## src/rtl/fxf_pkg.sv

```systemverilog
package fxf_pkg;
    typedef enum logic [1:0] {
        MODE_COPPER   = 2'd0,
        MODE_FX_NOSIG = 2'd1,
        MODE_FX_LINK  = 2'd2
    } fx_mode_e;
endpackage

```

## src/rtl/fx_mode_fsm.sv

```systemverilog
module fx_mode_fsm
    import fxf_pkg::*;
(
    input  logic clk,
    input  logic rst_n,
    input  logic lvl_lo_i,
    input  logic lvl_hi_i,
    output logic fiber_o,
    output logic nosig_o,
    output logic lit_o
);
    fx_mode_e state_q, state_d, decoded;

    // Pin level decode: the low flag alone selects dark fiber, both select lit fiber.
    always_comb begin
        if (!lvl_lo_i)     decoded = MODE_COPPER;
        else if (lvl_hi_i) decoded = MODE_FX_LINK;
        else               decoded = MODE_FX_NOSIG;
    end

    // Named transitions; all go directly to the decoded state.
    always_comb begin
        state_d = state_q;
        unique case (state_q)
            MODE_COPPER: begin
                if (decoded == MODE_FX_NOSIG)     state_d = MODE_FX_NOSIG; // copper-to-dark
                else if (decoded == MODE_FX_LINK) state_d = MODE_FX_LINK;  // copper-to-lit
            end
            MODE_FX_NOSIG: begin
                if (decoded == MODE_FX_LINK)      state_d = MODE_FX_LINK;  // dark-to-lit
                else if (decoded == MODE_COPPER)  state_d = MODE_COPPER;   // dark-to-copper
            end
            MODE_FX_LINK: begin
                if (decoded == MODE_FX_NOSIG)     state_d = MODE_FX_NOSIG; // lit-to-dark
                else if (decoded == MODE_COPPER)  state_d = MODE_COPPER;   // lit-to-copper
            end
            default: state_d = MODE_COPPER;
        endcase
    end

    always_ff @(posedge clk) begin
        if (!rst_n) state_q <= MODE_COPPER;
        else        state_q <= state_d;
    end

    always_comb begin
        fiber_o = 1'b0;
        nosig_o = 1'b0;
        lit_o   = 1'b0;
        unique case (state_q)
            MODE_COPPER:   ;
            MODE_FX_NOSIG: begin fiber_o = 1'b1; nosig_o = 1'b1; end
            MODE_FX_LINK:  begin fiber_o = 1'b1; lit_o   = 1'b1; end
            default:       ;
        endcase
    end

    AST_FIBER_NEEDS_LOW_LEVEL: assert property (@(posedge clk) disable iff (!rst_n)
        fiber_o |-> $past(lvl_lo_i));
    AST_LIT_NEEDS_HIGH_LEVEL: assert property (@(posedge clk) disable iff (!rst_n)
        lit_o |-> $past(lvl_hi_i));
endmodule

```

## src/rtl/fef_tx_gen.sv

```systemverilog
module fef_tx_gen #(
    parameter int ONES_LEN = 84
) (
    input  logic clk,
    input  logic rst_n,
    input  logic nosig_i,
    input  logic fef_en_i,
    input  logic tx_bit_i,
    output logic tx_bit_o
);
    localparam int CW = $clog2(ONES_LEN + 1);
    localparam logic [CW-1:0] LAST = CW'(ONES_LEN);

    logic [CW-1:0] pos_q;
    logic          pat_bit;
    logic          gen_on;

    always_ff @(posedge clk) begin
        if (!rst_n || !nosig_i) pos_q <= '0;
        else if (pos_q == LAST)  pos_q <= '0;
        else                     pos_q <= pos_q + 1'b1;
    end

    assign pat_bit  = (pos_q != LAST);
    assign gen_on   = nosig_i && fef_en_i;
    assign tx_bit_o = gen_on ? pat_bit : tx_bit_i;

    AST_PATTERN_STARTS_WITH_ONE: assert property (@(posedge clk) disable iff (!rst_n)
        $rose(nosig_i) |-> pat_bit);
    AST_SINGLE_ZERO: assert property (@(posedge clk) disable iff (!rst_n)
        (gen_on && !tx_bit_o) |=> (!nosig_i || tx_bit_o || !fef_en_i));
endmodule

```

## src/rtl/fef_rx_det.sv

```systemverilog
module fef_rx_det #(
    parameter int ONES_LEN  = 84,
    parameter int DET_COUNT = 3
) (
    input  logic clk,
    input  logic rst_n,
    input  logic clr_i,
    input  logic rx_bit_i,
    input  logic rx_vld_i,
    output logic fault_o
);
    localparam int OW = $clog2(ONES_LEN + 2);
    localparam int PW = $clog2(DET_COUNT + 1);
    localparam logic [OW-1:0] RUN_FULL = OW'(ONES_LEN);
    localparam logic [OW-1:0] RUN_OVER = OW'(ONES_LEN + 1);
    localparam logic [PW-1:0] PAT_NEED = PW'(DET_COUNT);

    logic [OW-1:0] run_q;
    logic [PW-1:0] pat_q;
    logic          fault_q;

    always_ff @(posedge clk) begin
        if (!rst_n || clr_i) begin
            run_q   <= '0;
            pat_q   <= '0;
            fault_q <= 1'b0;
        end else if (rx_vld_i) begin
            if (rx_bit_i) begin
                if (run_q == RUN_FULL) begin
                    run_q   <= RUN_OVER;
                    pat_q   <= '0;
                    fault_q <= 1'b0;
                end else if (run_q != RUN_OVER) begin
                    run_q <= run_q + 1'b1;
                end
            end else begin
                run_q <= '0;
                if (run_q == RUN_FULL) begin
                    if (pat_q != PAT_NEED) pat_q <= pat_q + 1'b1;
                    if (pat_q >= PAT_NEED - 1'b1) fault_q <= 1'b1;
                end else begin
                    pat_q   <= '0;
                    fault_q <= 1'b0;
                end
            end
        end
    end

    assign fault_o = fault_q;

    AST_FAULT_RISES_ON_ZERO: assert property (@(posedge clk) disable iff (!rst_n)
        $rose(fault_o) |-> $past(rx_vld_i && !rx_bit_i));
    AST_FAULT_HOLDS_WHEN_IDLE: assert property (@(posedge clk) disable iff (!rst_n)
        (!rx_vld_i && !clr_i) |=> $stable(fault_o));
endmodule

```

## src/rtl/fx_fef_ctrl.sv

```systemverilog
module fx_fef_ctrl #(
    parameter int ONES_LEN  = 84,
    parameter int DET_COUNT = 3
) (
    input  logic clk,
    input  logic rst_n,
    input  logic lvl_lo_i,
    input  logic lvl_hi_i,
    input  logic fef_en_i,
    input  logic rx_bit_i,
    input  logic rx_vld_i,
    input  logic tx_bit_i,
    output logic fiber_mode_o,
    output logic an_inhibit_o,
    output logic tx_bit_o,
    output logic fef_rx_o,
    output logic link_up_o
);
    logic fiber, nosig, lit, fault;

    fx_mode_fsm i_mode (
        .clk      (clk),
        .rst_n    (rst_n),
        .lvl_lo_i (lvl_lo_i),
        .lvl_hi_i (lvl_hi_i),
        .fiber_o  (fiber),
        .nosig_o  (nosig),
        .lit_o    (lit)
    );

    fef_tx_gen #(.ONES_LEN(ONES_LEN)) i_txgen (
        .clk      (clk),
        .rst_n    (rst_n),
        .nosig_i  (nosig),
        .fef_en_i (fef_en_i),
        .tx_bit_i (tx_bit_i),
        .tx_bit_o (tx_bit_o)
    );

    fef_rx_det #(.ONES_LEN(ONES_LEN), .DET_COUNT(DET_COUNT)) i_rxdet (
        .clk      (clk),
        .rst_n    (rst_n),
        .clr_i    (!fiber),
        .rx_bit_i (rx_bit_i),
        .rx_vld_i (rx_vld_i),
        .fault_o  (fault)
    );

    assign fiber_mode_o = fiber;
    assign an_inhibit_o = fiber;
    assign fef_rx_o     = fault;
    assign link_up_o    = lit && !fault;

    AST_LINK_NEEDS_LIGHT: assert property (@(posedge clk) disable iff (!rst_n)
        link_up_o |-> $past(lvl_hi_i));
    AST_FAULT_ONLY_AFTER_FIBER: assert property (@(posedge clk) disable iff (!rst_n)
        fef_rx_o |-> $past(fiber_mode_o));
    AST_LIT_TX_UNTOUCHED: assert property (@(posedge clk) disable iff (!rst_n)
        (fiber_mode_o && $past(lvl_hi_i) && $past(fiber_mode_o)) |-> (tx_bit_o == tx_bit_i));
endmodule

```

## config.mk

```make
export PLATFORM = sky130hd
export DESIGN_NAME = fx_fef_ctrl
export DESIGN_NICKNAME = d
export VERILOG_FILES = /design/src/rtl/fxf_pkg.sv /design/src/rtl/fx_mode_fsm.sv /design/src/rtl/fef_tx_gen.sv /design/src/rtl/fef_rx_det.sv /design/src/rtl/fx_fef_ctrl.sv
export SDC_FILE = /design/constraint.sdc
export NUM_CORES = 1
export LEC_CHECK = 0
export BUFFER_PORTS_ARGS = -buffer_cell sky130_fd_sc_hd__buf_2
export CAP_MARGIN = 5
export CORE_MARGIN = 2
export CORE_UTILIZATION = 51
export CTS_CLUSTER_DIAMETER = 150
export DETAILED_ROUTE_END_ITERATION = 10
export PLACE_DENSITY = 0.72
export SLEW_MARGIN = 20
export SYNTH_ARGS = -nofsm -noshare
export SYNTH_HDL_FRONTEND = slang
export SYNTH_SLANG_ARGS = --single-unit
```

## constraint.sdc

```tcl
create_clock -name clk -period 1.5 [get_ports clk]
set_input_delay 0.3 -clock clk [delete_from_list [all_inputs] [get_ports clk]]
set_output_delay 0.3 -clock clk [all_outputs]
set_load 0.03 [all_outputs]
```

==> results of run 1 <==
cells in the mapped netlist (all sizes together), types with 3 or more instances:
| cell type | number | area [um2] |
|---|---|---|
| dfxtp | 19 | 380.4 |
| nor2 | 14 | 52.55 |
| ha | 11 | 137.6 |
| inv | 9 | 33.78 |
| nand2 | 9 | 33.78 |
| a21oi | 8 | 40.04 |
| nand3 | 7 | 47.55 |
| a21boi | 5 | 52.55 |
| nor2b | 4 | 25.02 |
| o21a | 4 | 30.03 |
| nand2b | 3 | 18.77 |
| nand4 | 3 | 18.77 |
| o32ai | 3 | 26.28 |
| xnor2 | 3 | 26.28 |
power by group through the flow:
stage / Combinational, W / Clock [W] / Sequential, W
3_5_place_dp: 0.000186 / 0 / 0.000528
3_3_place_gp: 0.000184 / 0 / 0.000527
5_1_grt: 0.000268 / 0.000303 / 0.000520
6_report: 0.000247 / 0.000281 / 0.000518
2_1_floorplan: 0.000132 / 0 / 0.000530
4_1_cts: 0.000225 / 0.000290 / 0.000518
logic make-up after synthesis:
logic type / synth area share
AO/OA/AOI/OAI: 0.2061
XOR/XNOR: 0.03797
adder cells (fa/ha/maj): 0.1193
buffers and inverters: 0.04664
flip-flops: 0.3297
AND/OR/NAND/NOR: 0.2603
critical path, stage by stage, from the launching register on:
cell,delay (ns)
dfxtp_1,0.33
inv_1,0.05
ha_1,0.13
nand4b_1,0.12
nor3b_2,0.25
a31oi_2,0.13
buf_6,0.15
cell type report:
class                      count  area [um2]
fill                         186       704.4
clock inverter                 1       7.507
tap                           28       35.03
multi-input combinational     99       777.0
sequential                    19       389.1
clock buffer                   3       22.52
inverter                       9       36.28
timing repair buffer          26       197.7
routing by layer:
layer	wire length, um	GRT usage
met1	1098	0.2669
met2	1269	0.3504
met3	93	0.03448
met4	83	0.1316
met5	0	0
sequential cells by signal, summed over array words and instances (netlist names):
| name | count |
|---|---|
| i_mode.state_q | 2 |
| i_rxdet.fault_o | 1 |
| i_rxdet.pat_q | 2 |
| i_rxdet.run_q | 7 |
| i_txgen.pos_q | 7 |
worst paths after layout:
path	from	end	cells after the start
max	i_txgen.pos_q[0]	tx_bit_o	6
min	rst_n	i_mode.state_q[1]	3
max reg2reg	i_rxdet.run_q[0]	i_rxdet.run_q[2]	6
min reg2reg	i_rxdet.run_q[4]	i_rxdet.run_q[4]	2
stage by stage:
step | hold WS, ns | instances
after floorplan | 0.4297 | 130
final | 0.2528 | 185
after global placement | 0.4809 | 175
after CTS | 0.2415 | 182
after global routing | 0.2481 | 185
after detailed placement | 0.4937 | 175
timing repair:
action / in CTS / in global routing
pin swaps: 2 / 4
gates resized for setup: 18 / 7
cloned: 0 / 1
buffers inserted: 3 / 3
endpoints found under the setup margin: 4 / 7
==> impl_metrics.csv, run 1 <==
group,metric,value,unit
clock_network,cts_tree,"done",
route,vias,1026,
timing,fin_crit,1.776,ns
route,antenna_left,0,
floorplanning,io_pins,13,
place,place_congestion,0.8202,
global_routing,grt_max_degree,13,
timing,rsz0062_at_grt,"true",
pwr,ir_drop,661.4,uV
pwr,p_sw,0.0003155,W
global_routing,grt_pass1_vias,955,
worst_setup_path,arrival,1.48,ns
place,post_dp_cell_area,1310,um2
clock_network,cts_hold_buf,0,
floorplanning,core,2170,um2
worst_setup_path,crit_path_start_kind,"flop",
worst_setup_path,required,1.20,ns
timing,worst_pin_slew,0.2807,ns
synthesis,synth_edf_count,0,
worst_hold_path,hold_path.class,"in2reg",
route,wl,2545,um
cells_and_area,fin_area,1465,um2
synthesis,yosysSeqAreaShare,0.3297,
cells_and_area,layout_common_cells,"14 x nor2_1, 14 x dfxtp_1, 12 x buf_4",
flow_run,max_cap_viol_count,0,
clock_network,cts.path.max_buffers,2,
route,drcViolationCount,0,
floorplanning,chipWidth,51.56,um
floorplanning,die_h,51.56,um
clock_network,path_clk_slew,0.12,ns
timing,hold_viol,0,
place,io_buffers,12,
floorplanning,initial_core_util,0.5317,
clock_network,clk-insertion-delay-late,0.31,ns
pwr,p_per_area,714.2,nW/um2
floorplanning,dieArea,2658,um2
timing,fin_skew,0.001199,ns
synthesis,ys.flop_type,"dfxtp_1",
synthesis,async_reset_ff_frac,0,
cells_and_area,synthToLayoutAreaGrowth,27.01,%
route,via_per_inst,5.546,
timing,finalSetupTns,-0.3661,ns
pwr,pwr-share-comb,0.236,
synthesis,yosysWarnings,0,
run_status,status,"finished with violations",
global_routing,grt_antenna_before_repair,0,
synthesis,netlist_instances,130,
synthesis,ys_ff_latch,19,
clock_network,cts-root-buf,"clkbuf_4",
cells_and_area,final_nets,177,
worst_setup_path,worstSetupPathType,"reg2out",
clock_network,cts_made_buffers,3,
pwr,netSwitchingFraction,0.3015,
global_routing,grt_pass1_wl,4195,um
pwr,clkPwrFrac,0.269,
place,dp_hpwl,1631,um
cells_and_area,insertedDiodeCount,0,
timing,maxSlewViolCount,0,
place,pre_cts_ws,0.03224,ns
cells_and_area,drive_gt1_frac,0.3376,
clock_network,clkSinkCount,19,
worst_setup_path,reg2reg_slack,0.06,ns
cells_and_area,post-route-util,0.6753,
pwr,total_power,0.001046,W
worst_setup_path,cp_max_fo,2,
timing,fin_crit_sh,1.184,
global_routing,grt.overflow.total,0,
synthesis,avgSynthCellArea,8.874,um2
route,routedWlPerCell,13.76,um
timing,timing.slew.headroom,0.8123,
route,drt_iter0_markers,24,
synthesis,synth_nets,149,
global_routing,track_usage,0.2156,
clock_network,htree_levels,1,
pwr,power.share.sequential,0.495,
run_status,violations,"negative setup slack",
synthesis,synth_cell_types,37,
worst_setup_path,end_kind,"output port",
pwr,power_leakage,0.5424,nW
timing,setup_viol_count_final,2,
pwr,power_report.internal_total,0.0007309,W
route,dr.pass1.iters,4,
synthesis,netlist_area,1154,um2
timing,max_freq,0.5632,GHz
timing,fin_ws,-0.2757,ns
floorplanning,rows,17,
No activity file was read; power rests on OpenSTA's default activity.
==> inputs of run 2 (changes only) <==
--- a/config.mk
+++ b/config.mk
@@ -11,7 +11,7 @@
 export CORE_UTILIZATION = 51
 export CTS_CLUSTER_DIAMETER = 150
 export DETAILED_ROUTE_END_ITERATION = 10
-export PLACE_DENSITY = 0.72
+export PLACE_DENSITY = 0.78
 export SLEW_MARGIN = 20
 export SYNTH_ARGS = -nofsm -noshare
 export SYNTH_HDL_FRONTEND = slang
==> impl_metrics.csv, run 2 (synthesized netlist as in run 1, its figures left out) <==
group,metric,value,unit
worst_setup_path,path_buf_inv,2,
clock_network,htree_levels,1,
cells_and_area,layout_common_cells,"14 x nor2_1, 13 x dfxtp_1, 12 x buf_4",
floorplanning,dieArea,2658,um2
run_status,violations,"negative setup slack",
global_routing,grt.overflow.total,0,
timing,worst_pin_slew,0.2782,ns
cells_and_area,insertedDiodeCount,0,
global_routing,grt_pass1_wl,4367,um
global_routing,grt_antenna_before_repair,0,
route,vias,1073,
cells_and_area,final_nets,176,
place,io_buffers,12,
global_routing,grt_max_degree,13,
worst_setup_path,critical_path.startpoint,"i_txgen.pos_q[1]",
global_routing,track_usage,0.2230,
worst_setup_path,required,1.20,ns
route,wl,2737,um
timing,finalSetupTns,-0.2605,ns
worst_setup_path,end_kind,"output port",
floorplanning,io_pins,13,
clock_network,cts_made_buffers,3,
timing,fin_crit_sh,1.174,
cells_and_area,post-route-util,0.6770,
worst_setup_path,crit_chain,"inv_2, ha_4, nand4b_1, nor3b_2, a31oi_2, buf_6",
worst_setup_path,worstSetupPathType,"reg2out",
timing,fin_skew,0.001759,ns
timing,fin_crit,1.760,ns
cells_and_area,drive_gt1_frac,0.3654,
worst_setup_path,crit_path_start_kind,"flop",
clock_network,cts_hold_buf,0,
pwr,p_per_area,704.8,nW/um2
timing,timing.slew.headroom,0.8141,
worst_setup_path,crit_cells,6,
worst_setup_path,cp_max_fo,2,
floorplanning,core,2170,um2
pwr,ir_drop,593.2,uV
global_routing,grt_pass1_vias,996,
run_status,status,"finished with violations",
floorplanning,rows,17,
place,dp_hpwl,1802,um
floorplanning,die_h,51.56,um
worst_setup_path,r2r_cells,7,
flow_run,max_cap_viol_count,0,
floorplanning,initial_core_util,0.5317,
worst_setup_path,slowest_stage,"dfxtp_2",
timing,hold_viol,0,
cells_and_area,nFillCells,175,
timing,setup_viol_count_final,1,
route,via_per_inst,5.832,
worst_setup_path,arrival,1.46,ns
place,place_congestion,0.9023,
clock_network,clkSinkCount,19,
route,drt_iter0_markers,22,
cells_and_area,reg_top3,"i_rxdet.run_q x7, i_txgen.pos_q x7",
clock_network,path_clk_slew,0.12,ns
timing,maxSlewViolCount,0,
timing,max_freq,0.5680,GHz
worst_setup_path,slowest_delay,0.35,ns
route,drcViolationCount,0,
clock_network,cts_tree,"done",
pwr,power_leakage,0.5413,nW
cells_and_area,synthToLayoutAreaGrowth,27.33,%
clock_network,clk-insertion-delay-late,0.30,ns
timing,fin_ws,-0.2605,ns
route,dr.pass1.iters,4,
worst_hold_path,hold_depth,3,
worst_hold_path,hp-start,"rst_n",
worst_setup_path,crit-reg2reg-launch,"i_rxdet.run_q[0]",
timing,fin_hold_ws,0.2654,ns
route,routedWlPerCell,14.88,um
worst_setup_path,cp_top_family,"flip-flops",
clock_network,cts.path.max_buffers,2,
clock_network,cts-root-buf,"clkbuf_4",
cells_and_area,final_common_cell,"nor2_1",
timing,rsz0062_at_grt,"true",
route,antenna_left,0,
floorplanning,chipWidth,51.56,um
worst_hold_path,hold_path.class,"in2reg",
[run 2: cell count changes in the layout (fill, tap and decap cells not counted), sizes merged]
| cell | before | now |
|---|---|---|
| buf | 26 | 25 |
[run 2: cell type report]
cell class              instances  area (um2)  area share
clock inverters                 1       7.507    0.005111
well taps                      28       35.03     0.02385
clock buffers                   3       22.52     0.01533
inverters                       9       36.28     0.02470
multi-input cells              99       790.8      0.5383
repair buffers                 25       186.4      0.1269
flip-flops and latches         19       390.4      0.2658
[run 2: tightest hold or removal path, stage by stage]
cell	delay, ns
buf_2	0.13
o221ai_1	0.07
nor2_1	0.05
[run 2: timing repair]
action,in CTS,in global routing
buffers inserted,4,1
endpoints found under the setup margin,8,7
pin swaps,5,3
resized for setup,22,7
gates cloned,0,1
[run 2: power breakdown]
group	internal (W)	switching, W
registers	0.000512	0.00000738
logic	0.000112	0.000128
clock network	0.000102	0.000174
[run 2: metal layers]
metal,global-route usage,wire length [um],vias to the layer above
met5,0,0,-
met4,0.1053,72,0
met3,0.03448,44,9
met2,0.4124,1450,17
met1,0.2468,1170,525
li1,-,-,522
[run 2: path summary, 6_finish.rpt]
kind | end | slack, ns
min | i_mode.state_q[1] | 0.27
max reg2reg | i_rxdet.run_q[0] | 0.07
max | tx_bit_o | -0.26
min reg2reg | i_rxdet.run_q[4] | 0.51
[run 2: stage by stage]
stage                     setup WS [ns]  total power [W]  cell area (um2)  cells
after global routing            -0.3570         0.001089             1469    184
after global placement          0.05900        0.0007046             1303    174
after floorplan                -0.03418        0.0006616             1167    130
after CTS                       -0.2184         0.001026             1435    182
final                           -0.2605         0.001035             1469    184
after detailed placement       -0.04026        0.0007108             1303    174
==> inputs of run 3 (changes only) <==
--- a/config.mk
+++ b/config.mk
@@ -12,6 +12,8 @@
 export CTS_CLUSTER_DIAMETER = 150
 export DETAILED_ROUTE_END_ITERATION = 10
 export PLACE_DENSITY = 0.78
+export SETUP_SLACK_MARGIN = 0.02
+export SKIP_CTS_REPAIR_TIMING = 1
 export SLEW_MARGIN = 20
 export SYNTH_ARGS = -nofsm -noshare
 export SYNTH_HDL_FRONTEND = slang
==> impl_metrics.csv, run 3 (synthesized netlist as in run 1, its figures left out) <==
group,metric,value,unit
global_routing,grt_pass1_wl,3760,um
route,vias,1041,
worst_setup_path,crit_chain,"inv_2, ha_4, nand4b_1, nor3b_2, a31oi_2, buf_6",
pwr,power.share.sequential,0.510,
route,routedWlPerCell,13.82,um
route,dr.pass1.iters,4,
timing,worst_pin_slew,0.2755,ns
cells_and_area,insertedDiodeCount,0,
cells_and_area,final_nets,175,
route,wl,2529,um
pwr,clkPwrFrac,0.255,
cells_and_area,fin_cells,183,
global_routing,grt_max_degree,12,
worst_setup_path,cp_top_family,"flip-flops",
worst_setup_path,end_kind,"output port",
worst_setup_path,arrival,1.40,ns
worst_hold_path,hold_path.class,"in2reg",
timing,fin_skew,0.01125,ns
worst_setup_path,slowest_stage,"dfxtp_2",
global_routing,track_usage,0.1883,
timing,finalSetupTns,-0.1952,ns
run_status,status,"finished with violations",
run_status,violations,"negative setup slack",
floorplanning,core,2170,um2
route,antenna_left,0,
worst_setup_path,path_buf_inv,2,
cells_and_area,synthToLayoutAreaGrowth,29.50,%
flow_run,max_cap_viol_count,0,
pwr,ir_drop,761.5,uV
place,io_buffers,12,
timing,fin_ws,-0.1952,ns
floorplanning,rows,17,
worst_setup_path,cp_max_fo,2,
clock_network,cts_made_buffers,3,
floorplanning,io_pins,13,
pwr,power_leakage,0.5469,nW
place,pre_cts_ws,-0.009151,ns
route,drt_iter0_markers,16,
place,dp_hpwl,1697,um
cells_and_area,post-route-util,0.6886,
timing,setup_viol_count_final,1,
clock_network,clk-insertion-delay-late,0.30,ns
route,drcViolationCount,0,
worst_setup_path,crit-reg2reg-launch,"i_rxdet.run_q[0]",
timing,maxSlewViolCount,0,
timing,max_freq,0.5899,GHz
global_routing,grt_pass1_vias,912,
pwr,p_per_area,682.2,nW/um2
clock_network,cts.path.max_buffers,2,
global_routing,grt.overflow.total,0,
place,dp_cells,172,
global_routing,grt_antenna_before_repair,0,
cells_and_area,nFillCells,167,
worst_setup_path,worstSetupPathType,"reg2out",
clock_network,cts-root-buf,"clkbuf_4",
worst_setup_path,slowest_delay,0.33,ns
cells_and_area,layout_common_cells,"14 x nor2_1, 13 x dfxtp_1, 10 x buf_4",
timing,fin_crit,1.695,ns
clock_network,htree_levels,1,
pwr,netSwitchingFraction,0.2862,
timing,rsz0062_at_grt,"true",
timing,hold_viol,0,
place,place_congestion,0.8829,
pwr,power_report.internal_total,0.0007275,W
pwr,pwr-share-comb,0.235,
floorplanning,dieArea,2658,um2
worst_setup_path,critical_path.startpoint,"i_txgen.pos_q[1]",
pwr,p_sw,0.0002917,W
floorplanning,die_h,51.56,um
cells_and_area,drive_gt1_frac,0.3871,
worst_setup_path,required,1.20,ns
route,via_per_inst,5.689,
clock_network,clkSinkCount,19,
cells_and_area,final_common_cell,"nor2_1",
floorplanning,initial_core_util,0.5317,
worst_setup_path,crit_path_start_kind,"flop",
clock_network,path_clk_slew,0.11,ns
cells_and_area,reg_top3,"i_rxdet.run_q x7, i_txgen.pos_q x7",
clock_network,cts_tree,"done",
worst_hold_path,hp-start,"rst_n",
timing,timing.slew.headroom,0.8158,
timing,fin_crit_sh,1.130,
floorplanning,chipWidth,51.56,um
==> run 3: cell count changes in the layout (fill, tap and decap cells not counted), sizes merged <==
cell | before | now
buf | 25 | 24
clkbuf | 3 | 4
clkinvlp | 1 | 0
==> run 3: tightest hold or removal path, cell delays in order <==
cell and delay (ns):
buf_2 0.13, o221ai_1 0.07, nor2_1 0.05
==> run 3: layout make-up <==
type,instances,area [um2],area share
Inverter,9,36.28,0.02429
Sequential cell,19,390.4,0.2613
Multi-Input combinational cell,99,823.3,0.5511
Tap cell,28,35.03,0.02345
Clock buffer,4,26.28,0.01759
Timing Repair Buffer,24,182.7,0.1223
==> run 3: stage by stage <==
step / instance area [um2] / hold WS (ns) / power (W)
2_1_floorplan: 1177 / 0.4297 / 0.0006700
3_3_place_gp: 1297 / 0.4790 / 0.0007084
3_5_place_dp: 1297 / 0.5031 / 0.0007139
4_1_cts: 1324 / 0.2721 / 0.0009695
5_1_grt: 1494 / 0.2561 / 0.001081
6_report: 1494 / 0.2753 / 0.001019
==> run 3: final timing paths <==
kind,endpoint,slack [ns],depth (start not counted)
hold reg to reg,i_txgen.pos_q[0],0.52,2
setup / recovery,tx_bit_o,-0.20,6
setup reg to reg,i_rxdet.run_q[2],0.02,6
hold / removal,i_mode.state_q[1],0.28,3
==> run 3: metal layers <==
metal | global-route usage | wire length (um)
met5 | 0 | 0
met4 | 0.05263 | 35
met3 | 0.06034 | 88
met2 | 0.3269 | 1277
met1 | 0.2218 | 1127
==> run 3: power by group through the flow <==
stage | Clock, W | Combinational [W] | Sequential [W]
global route | 0.000301 | 0.000258 | 0.000522
CTS | 0.000267 | 0.000185 | 0.000518
detailed placement | 0 | 0.000185 | 0.000529
finish | 0.000260 | 0.000239 | 0.000520
global placement | 0 | 0.000180 | 0.000528
floorplan | 0 | 0.000140 | 0.000530
